<file path="config.mk">
export PLATFORM = sky130hd
export DESIGN_NAME = chg_detect_ctl
export DESIGN_NICKNAME = d
export VERILOG_FILES = /design/src/rtl/chg_pkg.sv /design/src/rtl/chg_sync.sv /design/src/rtl/chg_se1_timer.sv /design/src/rtl/chg_out_ctl.sv /design/src/rtl/chg_detect_ctl.sv
export SDC_FILE = /design/constraint.sdc
export NUM_CORES = 1
export LEC_CHECK = 0
export ABC_AREA = 1
export BUFFER_PORTS_ARGS = -buffer_cell sky130_fd_sc_hd__buf_2
export CELL_PAD_IN_SITES_DETAIL_PLACEMENT = 2
export CELL_PAD_IN_SITES_GLOBAL_PLACEMENT = 2
export CORE_MARGIN = 4
export CORE_UTILIZATION = 27
export CTS_CLUSTER_SIZE = 16
export DETAILED_ROUTE_END_ITERATION = 8
export HOLD_SLACK_MARGIN = 0.06
export PLACE_DENSITY_LB_ADDON = 0.2
export SYNTH_ARGS = -nofsm -noshare
export SYNTH_HDL_FRONTEND = slang
export SYNTH_SLANG_ARGS = --single-unit
</file>
<file path="constraint.sdc">
create_clock -name clk -period 0.8 [get_ports clk]
set_clock_uncertainty 0.15 [all_clocks]
set_input_delay 0.16 -clock clk [delete_from_list [all_inputs] [get_ports clk]]
set_output_delay 0.16 -clock clk [all_outputs]
set_load 0.05 [all_outputs]
</file>
<file path="src/rtl/chg_pkg.sv">
package chg_pkg;
  localparam int unsigned SET_W       = 4;
  localparam int unsigned SYNC_STAGES = 2;

  typedef struct packed {
    logic id_fm_hi;
    logic sup_ok;
    logic sess_ok;
    logic ovr_en;
    logic ovr_state;
  } chg_ctl_t;
endpackage

</file>
<file path="src/rtl/chg_sync.sv">
module chg_sync #(
  parameter int unsigned W      = 2,
  parameter int unsigned STAGES = 2
) (
  input  logic         clk,
  input  logic         rst_n,
  input  logic [W-1:0] d,
  output logic [W-1:0] q
);
  logic [W-1:0] stg_q [STAGES];

  for (genvar s = 0; s < STAGES; s++) begin : g_stage
    logic [W-1:0] stg_d;
    if (s == 0) begin : g_first
      always_comb stg_d = d;
    end else begin : g_rest
      always_comb stg_d = stg_q[s-1];
    end
    always_ff @(posedge clk or negedge rst_n) begin
      if (!rst_n) stg_q[s] <= '0;
      else        stg_q[s] <= stg_d;
    end
  end

  assign q = stg_q[STAGES-1];
endmodule

</file>
<file path="src/rtl/chg_se1_timer.sv">
module chg_se1_timer #(
  parameter int unsigned SET_W = 4
) (
  input  logic             clk,
  input  logic             rst_n,
  input  logic             se1,
  input  logic             tick,
  input  logic [SET_W-1:0] set_ms,
  output logic             qual
);
  localparam logic [SET_W-1:0] CNT_MAX = {SET_W{1'b1}};
  localparam logic [SET_W-1:0] CNT_ONE = {{(SET_W-1){1'b0}}, 1'b1};

  logic [SET_W-1:0] cnt_q, cnt_d;
  logic             cnt_en;

  always_comb begin
    cnt_en = 1'b0;
    cnt_d  = cnt_q;
    if (!se1) begin
      cnt_en = 1'b1;
      cnt_d  = '0;
    end else if (tick && (cnt_q != CNT_MAX)) begin
      cnt_en = 1'b1;
      cnt_d  = cnt_q + CNT_ONE;
    end
  end

  always_ff @(posedge clk or negedge rst_n) begin
    if (!rst_n)      cnt_q <= '0;
    else if (cnt_en) cnt_q <= cnt_d;
  end

  assign qual = se1 && (cnt_q >= set_ms);


  cnt_clear_chk: assert property (@(posedge clk) disable iff (!rst_n)
    !se1 |=> (cnt_q == '0));


  cnt_sat_chk: assert property (@(posedge clk) disable iff (!rst_n)
    (se1 && cnt_q == CNT_MAX) |=> (cnt_q == CNT_MAX) || !$past(se1));
endmodule

</file>
<file path="src/rtl/chg_out_ctl.sv">
module chg_out_ctl
  import chg_pkg::*;
(
  input  logic     clk,
  input  logic     rst_n,
  input  chg_ctl_t ctl,
  input  logic     se1_qual,
  input  logic     pwr_dn,
  output logic     out_q,
  output logic     bias_q
);
  logic out_d, bias_d, detect;

  always_comb begin
    detect = ctl.sess_ok && (ctl.id_fm_hi || se1_qual);
    if (!ctl.sup_ok)     out_d = 1'b0;
    else if (ctl.ovr_en) out_d = ctl.ovr_state;
    else                 out_d = detect;
    bias_d = !pwr_dn || ctl.sess_ok;
  end

  always_ff @(posedge clk or negedge rst_n) begin
    if (!rst_n) begin
      out_q  <= 1'b0;
      bias_q <= 1'b0;
    end else begin
      out_q  <= out_d;
      bias_q <= bias_d;
    end
  end


  id_path_chk: assert property (@(posedge clk) disable iff (!rst_n)
    (ctl.sup_ok && ctl.sess_ok && ctl.id_fm_hi && !ctl.ovr_en) |=> out_q);


  sup_low_chk: assert property (@(posedge clk) disable iff (!rst_n)
    !ctl.sup_ok |=> !out_q);


  ovr_follow_chk: assert property (@(posedge clk) disable iff (!rst_n)
    (ctl.ovr_en && ctl.sup_ok) |=> (out_q == $past(ctl.ovr_state)));


  bias_pd_chk: assert property (@(posedge clk) disable iff (!rst_n)
    (pwr_dn && !ctl.sess_ok) |=> !bias_q);
endmodule

</file>
<file path="src/rtl/chg_detect_ctl.sv">
module chg_detect_ctl
  import chg_pkg::*;
(
  input  logic             clk,
  input  logic             rst_n,
  input  logic             id_fm_hi,
  input  logic             sup_ok,
  input  logic             sess_ok,
  input  logic             dp_in,
  input  logic             dm_in,
  input  logic [SET_W-1:0] se1_set,
  input  logic             ovr_en,
  input  logic             ovr_state,
  input  logic             pwr_dn,
  input  logic             ms_tick,
  output logic             chg_hi_out,
  output logic             bias_req
);
  logic [1:0] rst_sync_q;
  logic       rst_int_n;
  logic [1:0] line_s;
  logic       se1_s, se1_qual;
  chg_ctl_t   ctl;

  always_ff @(posedge clk or negedge rst_n) begin
    if (!rst_n) rst_sync_q <= 2'b00;
    else        rst_sync_q <= {rst_sync_q[0], 1'b1};
  end
  assign rst_int_n = rst_sync_q[1];

  chg_sync #(.W(2), .STAGES(SYNC_STAGES)) u_sync (
    .clk   (clk),
    .rst_n (rst_int_n),
    .d     ({dp_in, dm_in}),
    .q     (line_s)
  );
  assign se1_s = line_s[1] && line_s[0];

  chg_se1_timer #(.SET_W(SET_W)) u_timer (
    .clk    (clk),
    .rst_n  (rst_int_n),
    .se1    (se1_s),
    .tick   (ms_tick),
    .set_ms (se1_set),
    .qual   (se1_qual)
  );

  always_comb begin
    ctl.id_fm_hi  = id_fm_hi;
    ctl.sup_ok    = sup_ok;
    ctl.sess_ok   = sess_ok;
    ctl.ovr_en    = ovr_en;
    ctl.ovr_state = ovr_state;
  end

  chg_out_ctl u_out (
    .clk      (clk),
    .rst_n    (rst_int_n),
    .ctl      (ctl),
    .se1_qual (se1_qual),
    .pwr_dn   (pwr_dn),
    .out_q    (chg_hi_out),
    .bias_q   (bias_req)
  );


  rst_quiet_chk: assert property (@(posedge clk) disable iff (rst_int_n)
    !chg_hi_out && !bias_req);
endmodule

</file>
==> results of run 1 <==
metal layers:
metal | global-route usage [%] | share of wire, %
met1 | 12.0 | 35
met2 | 24.5 | 59
met3 | 1.69 | 3.2
met4 | 6.81 | 2.9
met5 | 0 | 0
kinds of logic (layout without fill, tap and decap cells):
family / after synthesis / count (layout) / share of synthesized area (%)
flip-flops: 12 / 12 / 54.3
AO/OA/AOI/OAI: 4 / 4 / 4.30
adder cells (fa/ha/maj): 5 / 5 / 11.3
other: 1 / 1 / 0.678
AND/OR/NAND/NOR: 25 / 25 / 19.7
buffers and inverters: 12 / 48 / 8.14
XOR/XNOR: 1 / 1 / 1.58
worst max-delay path by stage:
stage,endpoint,cells past startpoint,slack [ns],start
6_report,u_out.out_q,11,-0.71,u_timer.cnt_q[0]
5_1_grt,u_out.out_q,9,-0.83,u_timer.cnt_q[1]
4_1_cts,u_out.out_q,9,-0.69,u_timer.cnt_q[1]
3_5_place_dp,u_timer.cnt_q[2],7,-0.68,u_timer.cnt_q[1]
3_3_place_gp,u_out.out_q,9,-0.61,u_timer.cnt_q[1]
2_1_floorplan,u_timer.cnt_q[2],7,-0.55,u_timer.cnt_q[1]
power groups by stage:
stage | Sequential, mW | Clock [mW] | Combinational, mW
finish | 0.642 | 0.472 | 0.222
global route | 0.646 | 0.539 | 0.248
CTS | 0.641 | 0.499 | 0.192
detailed placement | 0.652 | 0 | 0.162
global placement | 0.651 | 0 | 0.155
floorplan | 0.676 | 0 | 0.0521
repair_timing:
item                                    4_1_cts  5_1_grt
pin swaps                                     5       10
gates resized for setup                       9       12
endpoints found under the setup margin        7        7
setup buffers                                 3        1
hold endpoints to repair                     16       14
gates cloned                                  0        0
through the flow:
step           hold slack, ns  power [mW]  util [%]
4_1_cts                -0.111        1.33      44.1
3_3_place_gp           -0.205       0.805      38.3
2_1_floorplan          -0.286       0.728         -
5_1_grt                -0.117        1.43      47.5
3_5_place_dp           -0.204       0.814      38.3
6_report               -0.102        1.34      47.5
placed cells by master, fill, tap and decap left out, drive strengths merged:
master and n:
dlygate4sd3 3, buf 29, a21oi 4, conb 1, ha 5, or2 1, nor3 1, clkbuf 4
dfrtp 12, inv 12, xor2 1, nand3 3, nor2 4, nand4 1, nand2 15
synthesized netlist by cell type:
cell,n
nand3_1,3
inv_1,11
dfrtp_1,12
nand2_2,1
nor2_2,1
nor2_1,3
nand4_1,1
a21oi_1,3
nor3_1,1
or2_1,1
xor2_1,1
nand2_1,14
ha_1,5
a21oi_2,1
inv_2,1
conb_1,1
flip-flops by register name, indices dropped and copies added (netlist names):
| name | flops |
|---|---|
| u_timer.cnt_q | 4 |
| rst_sync_q | 2 |
| u_sync.g_stage.stg_d | 2 |
| u_sync.q | 2 |
| u_out.bias_q | 1 |
| u_out.out_q | 1 |
worst max-delay path: stages (launching register included):
cell     delay [ns]
dfrtp_1        0.41
inv_2          0.08
ha_4           0.16
inv_1          0.06
nand2_2        0.06
nand2_2        0.08
nand2_2        0.07
nand3_2        0.08
nand2_1        0.05
nand2_1        0.07
nand2_1        0.06
a21oi_2        0.12
area by class of cell:
cell class	count	area (sq um)	area share (%)
inverters	12	45.0	4.83
well taps	27	33.8	3.62
multi-input cells	36	293	31.4
clock buffers	4	36.3	3.89
flip-flops and latches	12	304	32.6
repair buffers	32	220	23.6
==> results.py, run 1 <==
metrics = {
    "min_path": {
        "worstHoldPathType": "in -> reg",
        "worst_hold_path.num_cells": 2,
        "min_to": "u_out.bias_q",
        "hp-start": "pwr_dn",
    },
    "finish": {
        "fin_cells": 123,
        "areaGrowthSynthToFinish_pct": 68.6,
        "drive_gt1_share_pct": 57.3,
        "fillCellCount": 244,
        "n_antenna_cell": 0,
        "fin_nets": 117,
        "final_area_sq_um": 932,
    },
    "sta": {
        "timing.fmax_mhz": 662,
        "finalSetupViolations": 7,
        "rsz0062_at_grt": "true",
        "whs_ns": -0.102,
        "maxSlewViolCount": 0,
        "setup_ws_ns": -0.711,
        "fin_tns_setup_ns": -3.76,
        "period_share_pct": 189,
        "hold_violations": 2,
        "period_needed_ns": 1.51,
    },
    "synthesis": {
        "ys_seq_area_share_pct": 54.3,
        "yosys-top-cells-area": "dfrtp_1, ha_1, nand2_1",
        "syn_area_per_cell_sq_um": 9.22,
        "synth_seq_cells": 12,
        "synth.distinct_cells": 16,
        "synth_nets": 80,
        "yosys.area.top_type_share_pct": 54.3,
        "ys_warn_count": 0,
        "syn_area_sq_um": 553,
        "synthCells": 60,
        "synth.largest_area_cell": "dfrtp_1",
    },
    "drt": {
        "drt-total-wl_um": 1590,
        "route.detailed.drc": 0,
        "wl_per_cell_um": 12.9,
        "drtAntennaViolNets": 0,
        "dr.pass1.iters": 2,
        "dr_total_vias": 524,
        "drt_iter0_drc": 1,
        "routed_via_density": 4.26,
    },
    "setup_path": {
        "critPathKind": "reg -> reg",
        "start_kind": "register",
        "cp_data_required_time_ns": 0.85,
        "r2r-start": "u_timer.cnt_q[0]",
        "ff2ff_setup_slack_ns": -0.71,
        "endpoint_kind": "register",
        "arrival_ns": 1.56,
        "reg2reg_depth": 11,
        "cp_max_fo": 3,
        "r2r-end": "u_out.out_q",
    },
    "placed_design": {
        "placedCellCount": 113,
        "dp_slack_ns": -0.675,
        "place_area_sq_um": 752,
        "port_buffers": 16,
        "dp_hpwl_um": 1150,
        "place_congestion": 0.802,
    },
    "run_status": {
        "status": "complete, but fails checks",
        "violations": "negative hold slack, negative setup slack",
    },
    "grt": {
        "antenna_found_initial": 0,
        "grt-ovfl-total": 0,
        "grt_pass1_wl_um": 2480,
        "grt_pass1_vias": 603,
        "grt_max_degree": 8,
        "track_usage_pct": 12.4,
    },
    "die": {
        "initial_core_util_pct": 28.2,
        "pin_count": 17,
        "num_rows": 16,
        "die_area_sq_um": 2840,
        "die_y_um": 53.3,
        "die_w_um": 53.3,
        "core_sq_um": 1960,
    },
    "cts": {
        "clk-insertion-delay-late_ns": 0.27,
        "cts_tree": "built",
        "cts_buffers": 3,
        "htree_num_levels": 1,
        "hold_buffers": 3,
        "clk_path_buf_depth": 2,
        "clock-root-buffer": "clkbuf_4",
        "cts.sink_count": 12,
        "clk_pin_slew_ns": 0.08,
    },
    "power_and_ir_drop": {
        "seq_power_share_pct": 48.0,
        "cellPowerDensity_nw_per_um2": 1430,
        "power.switching_uw": 322,
        "p_comb_share_pct": 16.6,
        "internal_power_mw": 1.02,
        "irDropWorstVdd_uv": 1130,
        "power_switching_share_pct": 24.1,
        "pwr-share-clk_pct": 35.3,
        "power.leakage_nw": 0.473,
    },
    "job": {
        "drv_cap": 0,
    },
}
Note: power is estimated with default switching activity, not from simulation.
==> inputs of run 2 (changes only) <==
==> constraint.sdc (replaced) <==
create_clock -name clk -period 1.5 [get_ports clk]
set_clock_uncertainty 0.15 [all_clocks]
set_input_delay 0.3 -clock clk [delete_from_list [all_inputs] [get_ports clk]]
set_output_delay 0.3 -clock clk [all_outputs]
set_load 0.01 [all_outputs]
==> results.py, run 2 (synthesis gave the netlist of run 1 again) <==
metrics = {
    "drt": {
        "routed_via_density": 4.34,
        "dr.pass1.iters": 2,
        "wl_per_cell_um": 11.7,
        "drtAntennaViolNets": 0,
        "dr_total_vias": 503,
        "drt_iter0_drc": 1,
        "route.detailed.drc": 0,
        "drt-total-wl_um": 1360,
    },
    "setup_path": {
        "path_cells": "ha_4 -> nand3_2 -> nand2_2 -> inv_2 -> nand2_2 -> or2_1 -> a21oi_2",
        "cp_data_required_time_ns": 1.55,
        "critPathKind": "reg -> reg",
        "cp_max_fo": 4,
        "slowest_delay_ns": 0.46,
        "start_kind": "register",
        "worst_path_max_delay_cell": "dfrtp_2",
        "arrival_ns": 1.56,
        "crit_top_cell": "nand2_2",
        "endpoint_kind": "register",
    },
    "power_and_ir_drop": {
        "pwr-share-clk_pct": 37.0,
        "power_switching_share_pct": 22.4,
        "internal_power_uw": 527,
        "power.leakage_nw": 0.434,
        "irDropWorstVdd_uv": 406,
        "cellPowerDensity_nw_per_um2": 791,
        "seq_power_share_pct": 50.2,
        "p_comb_share_pct": 12.8,
        "power.switching_uw": 152,
    },
    "finish": {
        "layout_commonest_cell": "buf_2",
        "areaGrowthSynthToFinish_pct": 55.4,
        "largest_register_ff_count": 4,
        "layout_common_cells": "buf_2, inv_1, nand2_1, dfrtp_1",
        "drive_gt1_share_pct": 47.2,
        "n_antenna_cell": 0,
        "utilization_pct": 43.8,
        "largest-register": "u_timer.cnt_q",
        "fin_nets": 110,
    },
    "run_status": {
        "status": "complete, but fails checks",
        "violations": "negative setup slack",
    },
    "grt": {
        "antenna_found_initial": 0,
        "grt_max_degree": 11,
        "grt-ovfl-total": 0,
        "grt_pass1_vias": 500,
        "grt_pass1_wl_um": 1990,
        "track_usage_pct": 10.2,
    },
    "sta": {
        "timing.fmax_mhz": 662,
        "finalSetupViolations": 1,
        "fin_tns_setup_ns": -0.0112,
        "hold_violations": 0,
        "whs_ns": 0.0742,
        "period_share_pct": 101,
        "period_needed_ns": 1.51,
        "rsz0062_at_grt": "true",
        "maxSlewViolCount": 0,
        "setup_ws_ns": -0.0112,
    },
    "cts": {
        "htree_num_levels": 1,
        "clk_pin_slew_ns": 0.07,
        "cts_tree": "built",
        "cts.sink_count": 12,
        "cts_buffers": 3,
        "clock-root-buffer": "clkbuf_4",
        "clk-insertion-delay-late_ns": 0.27,
        "clk_path_buf_depth": 2,
    },
    "die": {
        "die_area_sq_um": 2840,
        "num_rows": 16,
        "die_y_um": 53.3,
        "pin_count": 17,
        "core_sq_um": 1960,
        "die_w_um": 53.3,
        "initial_core_util_pct": 28.2,
    },
    "job": {
        "drv_cap": 0,
    },
    "min_path": {
        "worstHoldPathType": "in -> reg",
    },
    "placed_design": {
        "dp_hpwl_um": 1010,
        "place_congestion": 0.739,
        "port_buffers": 16,
    },
}
run 2: worst paths after layout:
check,endpoint,slack [ns],depth (start not counted),startpoint
max,u_timer.cnt_q[2],-0.01,7,u_timer.cnt_q[1]
min,u_out.bias_q,0.07,3,sess_ok
max reg2reg,u_timer.cnt_q[2],-0.01,7,u_timer.cnt_q[1]
min reg2reg,u_sync.q[1],0.20,0,u_sync.g_stage[1].stg_d[1]
max in group asynchronous,u_timer.cnt_q[2],0.30,1,rst_sync_q[1]
min in group asynchronous,rst_sync_q[0],0.19,2,rst_n
run 2: metal layers:
layer  wire [um]  track usage [%]  part of all wire, %
met5           0                0                    0
met4          33             7.66                  2.4
met3          52             1.69                  3.8
met2         773             18.8                   57
met1         501             9.90                   37
run 2: metrics by stage:
| step | std cells | worst slack (ns) | cell area, sq um | power (mW) |
|---|---|---|---|---|
| 6_report | 116 | -0.0112 | 860 | 0.680 |
| 4_1_cts | 112 | -0.00142 | 753 | 0.683 |
| 3_5_place_dp | 103 | 0.0133 | 667 | 0.412 |
| 2_1_floorplan | 60 | 0.128 | 553 | 0.379 |
| 3_3_place_gp | 103 | 0.0441 | 667 | 0.410 |
| 5_1_grt | 116 | -0.105 | 860 | 0.734 |
run 2: what timing repair did:
item	in CTS	in global routing
hold endpoints to repair	15	0
pin swaps	0	12
endpoints found under the setup margin	1	3
resized for setup	0	15
hold buffers	5	0
setup buffers	0	4
run 2: area by class of cell:
cell class              count  area (sq um)
inverters                  12          45.0
clock buffers               4          36.3
multi-input cells          36           282
fillers                   230          1100
flip-flops and latches     12           303
well taps                  27          33.8
repair buffers             25           160
run 2: power by group through the flow:
stage                     Clock [mW]  Combinational, mW  Sequential, mW
after floorplan                    0             0.0278           0.351
final                          0.251             0.0870           0.341
after detailed placement           0             0.0601           0.352
after global routing           0.290              0.101           0.343
after CTS                      0.268             0.0756           0.340
after global placement             0             0.0583           0.351
run 2: critical path, delay by kind of cell (launching register included):
kind / cells / cell delay, ns
simple gates: 4 / 0.44
compound gates: 1 / 0.13
flops: 1 / 0.46
fa+ha+maj: 1 / 0.18
buf+inv: 1 / 0.08
==> inputs of run 3 (changes only) <==
--- a/config.mk
+++ b/config.mk
@@ -15,6 +15,7 @@
 export DETAILED_ROUTE_END_ITERATION = 8
 export HOLD_SLACK_MARGIN = 0.06
 export PLACE_DENSITY_LB_ADDON = 0.2
+export SETUP_SLACK_MARGIN = 0.1
 export SYNTH_ARGS = -nofsm -noshare
 export SYNTH_HDL_FRONTEND = slang
 export SYNTH_SLANG_ARGS = --single-unit
==> constraint.sdc (replaced) <==
create_clock -name clk -period 1.65 [get_ports clk]
set_clock_uncertainty 0.15 [all_clocks]
set_input_delay 0.33 -clock clk [delete_from_list [all_inputs] [get_ports clk]]
set_output_delay 0.33 -clock clk [all_outputs]
set_load 0.01 [all_outputs]
==> results.py, run 3 (synthesis gave the netlist of run 1 again) <==
metrics = {
    "grt": {
        "busiest_layer": "met2",
        "antenna_found_initial": 0,
        "use_met3_pct": 2.25,
        "track_usage_pct": 11.9,
        "grt-ovfl-total": 0,
        "met2_usage_pct": 22.2,
        "grt_pass1_vias": 561,
        "grt_max_degree": 11,
        "met1_usage_pct": 10.5,
        "grt_pass1_wl_um": 2300,
    },
    "setup_path": {
        "slowest_delay_ns": 0.43,
        "crit_start": "u_timer.cnt_q[1]",
        "cp_max_fo": 3,
        "endpoint_kind": "register",
        "path_buf_inv": 1,
        "start_kind": "register",
        "cp_data_required_time_ns": 1.70,
        "arrival_ns": 1.53,
        "reg2reg_depth": 7,
        "worstSetupPathDepth": 7,
        "crit_top_cell": "nand2_2",
        "path_cells": "ha_2 -> nand3_2 -> nand2_2 -> inv_2 -> nand2_2 -> or2_1 -> a21oi_2",
        "r2r-start": "u_timer.cnt_q[1]",
        "crit_family": "flip-flops",
        "critPathKind": "reg -> reg",
        "worst_path_max_delay_cell": "dfrtp_1",
        "ff2ff_setup_slack_ns": 0.17,
    },
    "drt": {
        "routed_via_density": 4.32,
        "wl_per_cell_um": 11.9,
        "drt_iter0_drc": 0,
        "drt-total-wl_um": 1390,
        "drtAntennaViolNets": 0,
        "dr_total_vias": 505,
        "route.detailed.drc": 0,
        "dr.pass1.iters": 1,
    },
    "placed_design": {
        "place_congestion": 0.703,
        "dp_hpwl_um": 1020,
        "port_buffers": 16,
        "placedCellCount": 103,
    },
    "sta": {
        "fin_tns_setup_ns": 0,
        "timing.fmax_mhz": 678,
        "finalSetupViolations": 0,
        "maxSlewViolCount": 0,
        "period_needed_ns": 1.48,
        "hold_violations": 0,
        "period_share_pct": 89.5,
        "rsz0062_at_grt": "true",
    },
    "cts": {
        "clk_path_buf_depth": 2,
        "cts_buffers": 3,
        "clock-root-buffer": "clkbuf_4",
        "htree_num_levels": 1,
        "clk-insertion-delay-late_ns": 0.28,
        "cts.sink_count": 12,
        "clk_pin_slew_ns": 0.08,
        "cts_tree": "built",
    },
    "finish": {
        "largest_register_ff_count": 4,
        "n_antenna_cell": 0,
        "areaGrowthSynthToFinish_pct": 52.7,
        "layout_common_cells": "buf_2, nand2_1, inv_1, dfrtp_1",
        "fin_nets": 111,
        "fin_cells": 117,
        "largest-register": "u_timer.cnt_q",
        "fillCellCount": 231,
        "layout_commonest_cell": "buf_2",
        "drive_gt1_share_pct": 43.3,
    },
    "power_and_ir_drop": {
        "irDropWorstVdd_uv": 415,
        "power.leakage_nw": 0.430,
        "cellPowerDensity_nw_per_um2": 734,
    },
    "job": {
        "drv_cap": 0,
    },
    "min_path": {
        "worstHoldPathType": "in -> reg",
        "hp-start": "sess_ok",
        "worst_hold_path.num_cells": 3,
    },
    "run_status": {
        "status": "finished clean",
    },
    "die": {
        "core_sq_um": 1960,
        "num_rows": 16,
        "initial_core_util_pct": 28.2,
        "die_area_sq_um": 2840,
        "die_w_um": 53.3,
        "die_y_um": 53.3,
        "pin_count": 17,
    },
}
[run 3: final timing paths]
kind	endpoint
max in group asynchronous	u_timer.cnt_q[2]
worst min-delay path	u_out.bias_q
worst max-delay path	u_timer.cnt_q[2]
min in group asynchronous	rst_sync_q[0]
worst min register to register	u_sync.q[1]
worst max register to register	u_timer.cnt_q[2]
[run 3: worst reg2reg max path: stages, from the launching register on]
cell and delay, ns:
dfrtp_1 0.43, ha_2 0.22, nand3_2 0.07, nand2_2 0.07, inv_2 0.08, nand2_2 0.06
or2_1 0.22, a21oi_2 0.11
[run 3: stage by stage]
| stage | power, mW | util (%) | worst slack [ns] | area (sq um) | hold slack (ns) |
|---|---|---|---|---|---|
| after CTS | 0.631 | 38.4 | 0.138 | 753 | 0.0843 |
| after global placement | 0.373 | 34.0 | 0.167 | 667 | -0.0358 |
| after detailed placement | 0.375 | 34.0 | 0.157 | 667 | -0.0338 |
| after floorplan | 0.344 | - | 0.278 | 553 | -0.116 |
| after global routing | 0.664 | 43.0 | 0.0475 | 845 | 0.0990 |
| final | 0.620 | 43.0 | 0.174 | 845 | 0.0993 |
[run 3: routing by layer]
metal / share of wire, % / up-vias
li1: - / 241
met1: 36 / 247
met2: 55 / 12
met3: 5.4 / 5
met4: 3.5 / 0
met5: 0 / -
[run 3: cell type report]
| class | instances | area (sq um) | area share [%] |
|---|---|---|---|
| Multi-Input combinational cell | 36 | 259 | 30.7 |
| Inverter | 12 | 45.0 | 5.33 |
| Timing Repair Buffer | 26 | 168 | 19.9 |
| Sequential cell | 12 | 303 | 35.9 |
| Tap cell | 27 | 33.8 | 4.00 |
| Clock buffer | 4 | 36.3 | 4.30 |
[run 3: power breakdown]
part,internal [mW],switching [mW],leakage [nW]
Clock,0.134,0.101,0.0210
Sequential,0.305,0.00396,0.145
Combinational,0.0378,0.0379,0.264
[run 3: repair_timing]
item	in CTS	in global routing
setup endpoints to repair	0	3
hold buffers	5	0
resized for setup	0	10
buffers inserted	0	5
endpoints found under the hold margin	15	0
